--- config.mk ---
export PLATFORM = sky130hd
export DESIGN_NAME = modulus_counter
export DESIGN_NICKNAME = d
export VERILOG_FILES = /design/src/rtl/modcnt_pkg.sv /design/src/rtl/mc_feedback.sv /design/src/rtl/mc_core.sv /design/src/rtl/modulus_counter.sv
export SDC_FILE = /design/constraint.sdc
export NUM_CORES = 1
export LEC_CHECK = 0
export ABC_AREA = 1
export BUFFER_PORTS_ARGS = -buffer_cell sky130_fd_sc_hd__clkbuf_2
export CAP_MARGIN = 0
export CORE_AREA = 8 8 45 47
export DETAILED_ROUTE_END_ITERATION = 6
export DIE_AREA = 0 0 53 55
export GPL_TIMING_DRIVEN = 1
export PLACE_DENSITY = 0.7
export SLEW_MARGIN = 20
export SYNTH_ARGS = -nofsm -noshare
export SYNTH_HDL_FRONTEND = slang
export SYNTH_SLANG_ARGS = --single-unit
--- constraint.sdc ---
create_clock -name clk -period 3.4 [get_ports clk]
set_clock_uncertainty 0.2 [all_clocks]
set_input_delay 0.68 -clock clk [delete_from_list [all_inputs] [get_ports clk]]
set_output_delay 0.68 -clock clk [all_outputs]
set_load 0.01 [all_outputs]
--- src/rtl/modcnt_pkg.sv ---
package modcnt_pkg;

    // Feedback scheme selected on the mode input.
    typedef enum logic [1:0] {
        FB_RELOAD_END   = 2'b00,
        FB_RELOAD_CARRY = 2'b01,
        FB_CLEAR_DECODE = 2'b10,
        FB_RELOAD_ALT   = 2'b11
    } fb_mode_e;

    // Control handed from the feedback decoder to the counter core.
    typedef struct packed {
        logic reload;
        logic clear;
    } fb_ctl_t;

    // True for the schemes that reload the preset.
    function automatic logic uses_reload(input fb_mode_e m);
        return (m != FB_CLEAR_DECODE);
    endfunction

endpackage

--- src/rtl/mc_feedback.sv ---
module mc_feedback
    import modcnt_pkg::*;
#(
    parameter int unsigned CNT_W = 4
) (
    input  fb_mode_e          mode,
    input  logic [CNT_W-1:0]  count,
    input  logic [CNT_W-1:0]  end_val,
    output fb_ctl_t           ctl,
    output logic              event_o
);
    localparam logic [CNT_W-1:0] STEP = CNT_W'(1);

    logic             terminal;
    logic [CNT_W-1:0] successor;

    assign terminal  = &count;
    assign successor = count + STEP;

    always_comb begin
        ctl = '0;
        unique case (mode)
            FB_RELOAD_END,
            FB_RELOAD_ALT:   ctl.reload = (count == end_val);
            FB_RELOAD_CARRY: ctl.reload = terminal;
            FB_CLEAR_DECODE: ctl.clear  = (successor == end_val);
            default:         ctl = '0;
        endcase
    end

    assign event_o = ctl.reload | ctl.clear;

    // exactly one kind of action per scheme; never both at once.
    always_comb begin
        assert_single_action_R2: assert ($onehot0({ctl.reload, ctl.clear}))
            else $error("reload and clear raised together");
    end

endmodule

--- src/rtl/mc_core.sv ---
module mc_core
    import modcnt_pkg::*;
#(
    parameter int unsigned CNT_W = 4
) (
    input  logic              clk,
    input  logic              rst,
    input  fb_ctl_t           ctl,
    input  logic [CNT_W-1:0]  preset,
    output logic [CNT_W-1:0]  count
);
    localparam logic [CNT_W-1:0] STEP = CNT_W'(1);

    always_ff @(posedge clk) begin
        if (rst)             count <= '0;
        else if (ctl.clear)  count <= '0;
        else if (ctl.reload) count <= preset;
        else                 count <= count + STEP;
    end

    assert_reset_zero_R1: assert property (@(posedge clk)
        $past(rst) |-> count == '0)
        else $error("count not zero after reset");

    assert_increment_R3: assert property (@(posedge clk) disable iff (rst)
        (!ctl.clear && !ctl.reload) |=> count == $past(count) + STEP)
        else $error("count did not advance by one");

endmodule

--- src/rtl/modulus_counter.sv ---
module modulus_counter
    import modcnt_pkg::*;
#(
    parameter int unsigned CNT_W = 4
) (
    input  logic              clk,
    input  logic              rst,
    input  logic [1:0]        mode,
    input  logic [CNT_W-1:0]  preset,
    input  logic [CNT_W-1:0]  end_val,
    output logic [CNT_W-1:0]  count,
    output logic              wrap
);
    fb_mode_e mode_e;
    fb_ctl_t  ctl;
    logic     fb_event;

    assign mode_e = fb_mode_e'(mode);

    mc_feedback #(.CNT_W(CNT_W)) u_feedback (
        .mode    (mode_e),
        .count   (count),
        .end_val (end_val),
        .ctl     (ctl),
        .event_o (fb_event)
    );

    mc_core #(.CNT_W(CNT_W)) u_core (
        .clk    (clk),
        .rst    (rst),
        .ctl    (ctl),
        .preset (preset),
        .count  (count)
    );

    assign wrap = fb_event & ~rst;

    assert_reload_preset_R4: assert property (@(posedge clk) disable iff (rst)
        (wrap && uses_reload(mode_e)) |=> count == $past(preset))
        else $error("reload did not copy preset");

    assert_carry_state_R5: assert property (@(posedge clk) disable iff (rst)
        (wrap && mode_e == FB_RELOAD_CARRY) |-> &count)
        else $error("carry reload away from all ones");

    assert_clear_zero_R6: assert property (@(posedge clk) disable iff (rst)
        (wrap && mode_e == FB_CLEAR_DECODE) |=> count == '0)
        else $error("clear scheme did not return to zero");

    assert_no_wrap_in_reset_R1: assert property (@(posedge clk)
        rst |-> !wrap)
        else $error("wrap high during reset");

endmodule

==> impl_results.html <==
<table>
<tr><th>Metric</th><th>Value</th></tr>
<tr><th colspan="2">Job</th></tr>
<tr><td>Max-cap violations</td><td>0</td></tr>
<tr><th colspan="2">Die</th></tr>
<tr><td>Area of the die</td><td>0.00292 mm2</td></tr>
<tr><td>Die height</td><td>55 um</td></tr>
<tr><td>Standard-cell rows</td><td>14</td></tr>
<tr><td>Core Box Area</td><td>0.00138 mm2</td></tr>
<tr><td>Initial Util</td><td>32.6%</td></tr>
<tr><td>Ports</td><td>17</td></tr>
<tr><td>Chip Width</td><td>53 um</td></tr>
<tr><th colspan="2">Placed design</th></tr>
<tr><td>Detailed-placement wirelength estimate</td><td>893 um</td></tr>
<tr><td>PortBufs</td><td>16</td></tr>
<tr><td>Placed cell areas</td><td>541 um2</td></tr>
<tr><td>Setup slack after placement</td><td>0.747 ns</td></tr>
<tr><td>Global placer's final weighted congestion</td><td>0.728</td></tr>
<tr><th colspan="2">Clock network</th></tr>
<tr><td>Count of hold-fix buffers inserted at cts</td><td>0</td></tr>
<tr><td>Number of buffers added by the clock tree synthesis step</td><td>3</td></tr>
<tr><td>Buffers inserted by post-CTS timing repair</td><td>0</td></tr>
<tr><td>Clock transition at the register clock pins on the worst setup and hold paths after CTS</td><td>0.03 ns</td></tr>
<tr><td>TritonCTS clock tree</td><td>yes</td></tr>
<tr><td>Max H-tree Level</td><td>1</td></tr>
<tr><td>Number of sinks handled by clock tree synthesis</td><td>4</td></tr>
<tr><td>Clock tree buffer depth</td><td>2</td></tr>
<tr><td>Worst-skew pair later-pin latency</td><td>0.23 ns</td></tr>
<tr><td>Cells resized by post-CTS repair</td><td>0</td></tr>
<tr><td>Buffer type at the clock tree root</td><td>sky130_fd_sc_hd__clkbuf_4</td></tr>
<tr><th colspan="2">Yosys</th></tr>
<tr><td>Post-synthesis instance area</td><td>452 um2</td></tr>
<tr><td>Count of mapped cells out of synthesis</td><td>73</td></tr>
<tr><td>Number of nets produced by synthesis</td><td>88</td></tr>
<tr><td>Fraction of the yosys area taken by sequential cells</td><td>17.7%</td></tr>
<tr><td>Mean instance size in the synthesized netlist</td><td>6.19 um2</td></tr>
<tr><td>Synth Register Bits</td><td>4</td></tr>
<tr><td>Ys Warns</td><td>0</td></tr>
<tr><td>Synth unique cells</td><td>20</td></tr>
<tr><th colspan="2">Power and ir drop</th></tr>
<tr><td>Sequential share of power</td><td>34.4%</td></tr>
<tr><td>Switching share of power</td><td>35.4%</td></tr>
<tr><td>Power density of the placed cells</td><td>328 mW/mm2</td></tr>
<tr><td>Maximum vdd drop</td><td>155 uV</td></tr>
<tr><td>Static leakage</td><td>0.315 nW</td></tr>
<tr><td>Total power consumption of the routed design</td><td>185 uW</td></tr>
<tr><td>Internal</td><td>119 uW</td></tr>
<tr><td>Combinational share of power</td><td>34.0%</td></tr>
<tr><td>Portion of total power attributed to the clock network</td><td>31.6%</td></tr>
<tr><td>P_sw</td><td>65.5 uW</td></tr>
<tr><th colspan="2">Setup path</th></tr>
<tr><td>Startpoint-to-endpoint class of the critical path</td><td>in2out</td></tr>
<tr><td>Cells traversed along the worst timing path</td><td>clkbuf_2 -&gt; inv_1 -&gt; ha_1 -&gt; o21ai_0 -&gt; nor2_1 -&gt; nand2_1 -&gt; nand2_4 -&gt; nand2_1 -&gt; a21oi_2 -&gt; clkbuf_2</td></tr>
<tr><td>Crit-path max FO</td><td>9</td></tr>
<tr><td>Reg-to-reg endpoint</td><td>u_core.count[1]</td></tr>
<tr><td>Data required time of the critical path</td><td>2.52 ns</td></tr>
<tr><td>Arrival time at the worst endpoint</td><td>1.76 ns</td></tr>
<tr><td>Critical Path Start Type</td><td>input pin</td></tr>
<tr><td>Max incr delay on CP</td><td>0.25 ns</td></tr>
<tr><td>Crit. End Element</td><td>output pin</td></tr>
<tr><td>Reg-to-reg critical path startpoint</td><td>u_core.count[0]</td></tr>
<tr><td>Cell at the slowest stage of the critical path</td><td>sky130_fd_sc_hd__ha_1</td></tr>
<tr><td>Reg-to-reg slack, setup</td><td>1.73 ns</td></tr>
<tr><td>R2r worst-path depth</td><td>7</td></tr>
<tr><th colspan="2">STA</th></tr>
<tr><td>Number of failing setup endpoints in the final timing report</td><td>0</td></tr>
<tr><td>Smallest setup slack after layout</td><td>0.758 ns</td></tr>
<tr><td>Actual slew at the worst max-slew pin</td><td>0.338 ns</td></tr>
<tr><td>Fmax</td><td>0.379 GHz</td></tr>
<tr><td>Number of slew-limit violations in the final report</td><td>0</td></tr>
<tr><td>Max-slew headroom</td><td>77.4%</td></tr>
<tr><td>Time the final worst path needs with I/O delays and setup</td><td>2.64 ns</td></tr>
<tr><td>Fin Setup TNS</td><td>0 ns</td></tr>
<tr><td>Hold Fails Final Rpt</td><td>0</td></tr>
<tr><td>Unrepaired setup endpoints after global routing</td><td>no</td></tr>
<tr><td>Share of the clock period used by the worst path after layout</td><td>77.7%</td></tr>
<tr><th colspan="2">Drt</th></tr>
<tr><td>Avg WL per Cell</td><td>9.85 um</td></tr>
<tr><td>Total via count after detailed routing</td><td>492</td></tr>
<tr><td>Count of unresolved DRC violations after routing</td><td>0</td></tr>
<tr><td>Pre-antenna DRT Iters</td><td>3</td></tr>
<tr><td>Violation count after the first detailed-routing iteration</td><td>2</td></tr>
<tr><td>Vias per Instance</td><td>4.60</td></tr>
<tr><td>Total wire length after detailed routing</td><td>1050 um</td></tr>
<tr><td>Number of nets with antenna violations after detailed routing</td><td>0</td></tr>
<tr><th colspan="2">Run status</th></tr>
<tr><td>Status</td><td>completed</td></tr>
<tr><th colspan="2">GRT</th></tr>
<tr><td>Overflow left after global routing</td><td>0</td></tr>
<tr><td>Global-route wire length before repair</td><td>1700 um</td></tr>
<tr><td>Antenna violations before repair</td><td>0</td></tr>
<tr><td>Aggregate global-route resource usage</td><td>7.65%</td></tr>
<tr><td>Number of global-route vias before repair</td><td>443</td></tr>
<tr><td>Maximum number of pins on one net before global-route repair</td><td>10</td></tr>
<tr><th colspan="2">Final layout</th></tr>
<tr><td>Filler instances</td><td>149</td></tr>
<tr><td>Layout area overhead</td><td>24.7%</td></tr>
<tr><td>Max FFs per register</td><td>4</td></tr>
<tr><td>Post-Layout Inst Area</td><td>563 um2</td></tr>
<tr><td>Final Net Count</td><td>108</td></tr>
<tr><td>Number of antenna diodes</td><td>0</td></tr>
<tr><td>Share of post-route cells with drive strength above 1</td><td>29.7%</td></tr>
<tr><td>Register with the highest flop count</td><td>u_core.count</td></tr>
<tr><td>Largest regs</td><td>u_core.count x4</td></tr>
<tr><th colspan="2">Worst hold path</th></tr>
<tr><td>Startpoint of the most critical hold path</td><td>u_core.count[0]</td></tr>
<tr><td>Worst hold-check path type</td><td>reg2reg</td></tr>
<tr><td>Worst Hold Path Cells</td><td>3</td></tr>
<tr><td>Worst-case hold path end point</td><td>u_core.count[0]</td></tr>
</table>
-- logic make-up after synthesis --
logic type	share of synthesized area, %
simple gates	42.9
buf+inv	14.1
compound gates	11.1
flops	17.7
xor+xnor	5.82
fa+ha+maj	8.31
-- cell usage after synthesis, drive strengths merged --
cell     n  area (um2)
nand2   21        91.3
inv     13        48.8
nor2     7        28.8
a21oi    6        45.1
o21ai    1        5.00
xor2     2        17.5
clkinv   1        3.75
nand3   10        55.1
dfxtp    4        80.1
xnor2    1        8.76
nand4    3        18.8
buf      1        11.3
ha       3        37.5
-- routing by layer --
metal	global-route usage, %	vias to the layer above	part of all wire, %	wire length [um]
met1	8.35	212	45	476
met5	0	-	0	0
met2	13.1	11	48	504
met3	1.60	2	5.2	55
li1	-	267	-	-
met4	5.17	0	1.7	18
-- worst max-delay path: cells and delay by family --
family / cells / cell delay, ns
AND/OR/NAND/NOR: 4 / 0.38
buffers and inverters: 3 / 0.27
adder cells (fa/ha/maj): 1 / 0.25
AO/OA/AOI/OAI: 2 / 0.17
-- metrics by stage --
step                hold slack, ns  util (%)  instances
floorplan                    0.409         -         73
global placement             0.424      39.1        104
detailed placement           0.424      39.1        104
CTS                          0.435      40.7        107
global route                 0.506      40.7        107
finish                       0.447      40.7        107
-- worst max-delay path by stage --
stage | from | to | slack, ns | depth (start not counted)
floorplan | mode[0] | wrap | 1.01 | 8
global placement | mode[0] | wrap | 0.78 | 10
detailed placement | mode[0] | wrap | 0.75 | 10
CTS | mode[0] | wrap | 0.75 | 10
global route | u_core.count[0] | wrap | 0.61 | 7
finish | mode[0] | wrap | 0.76 | 10
-- power by group through the flow --
stage / Combinational, mW / Sequential, mW / Clock, mW
after CTS: 0.0637 / 0.0629 / 0.0614
after global placement: 0.0621 / 0.0635 / 0
after global routing: 0.0713 / 0.0648 / 0.0623
final: 0.0629 / 0.0635 / 0.0585
after detailed placement: 0.0635 / 0.0636 / 0
after floorplan: 0.0458 / 0.0624 / 0
-- layout by cell type, fill, tap and decap left out, types with 2 or more instances in the layout --
| cell type | instances |
|---|---|
| sky130_fd_sc_hd__nand2_1 | 18 |
| sky130_fd_sc_hd__clkbuf_2 | 16 |
| sky130_fd_sc_hd__inv_1 | 12 |
| sky130_fd_sc_hd__nand3_1 | 9 |
| sky130_fd_sc_hd__nor2_1 | 6 |
| sky130_fd_sc_hd__a21oi_1 | 4 |
| sky130_fd_sc_hd__dfxtp_1 | 4 |
| sky130_fd_sc_hd__nand4_1 | 3 |
| sky130_fd_sc_hd__ha_1 | 3 |
| sky130_fd_sc_hd__clkbuf_4 | 3 |
| sky130_fd_sc_hd__xor2_1 | 2 |
| sky130_fd_sc_hd__nand2_2 | 2 |
-- final cells by class --
type	instances	area (um2)	share of cell area, %
clock buffers	3	22.5	4.00
multi-input cells	54	308	54.7
inverters	14	52.6	9.33
repair buffers	16	80.1	14.2
well taps	16	20.0	3.56
flip-flops and latches	4	80.1	14.2
No activity file was read; power rests on OpenSTA's default activity.
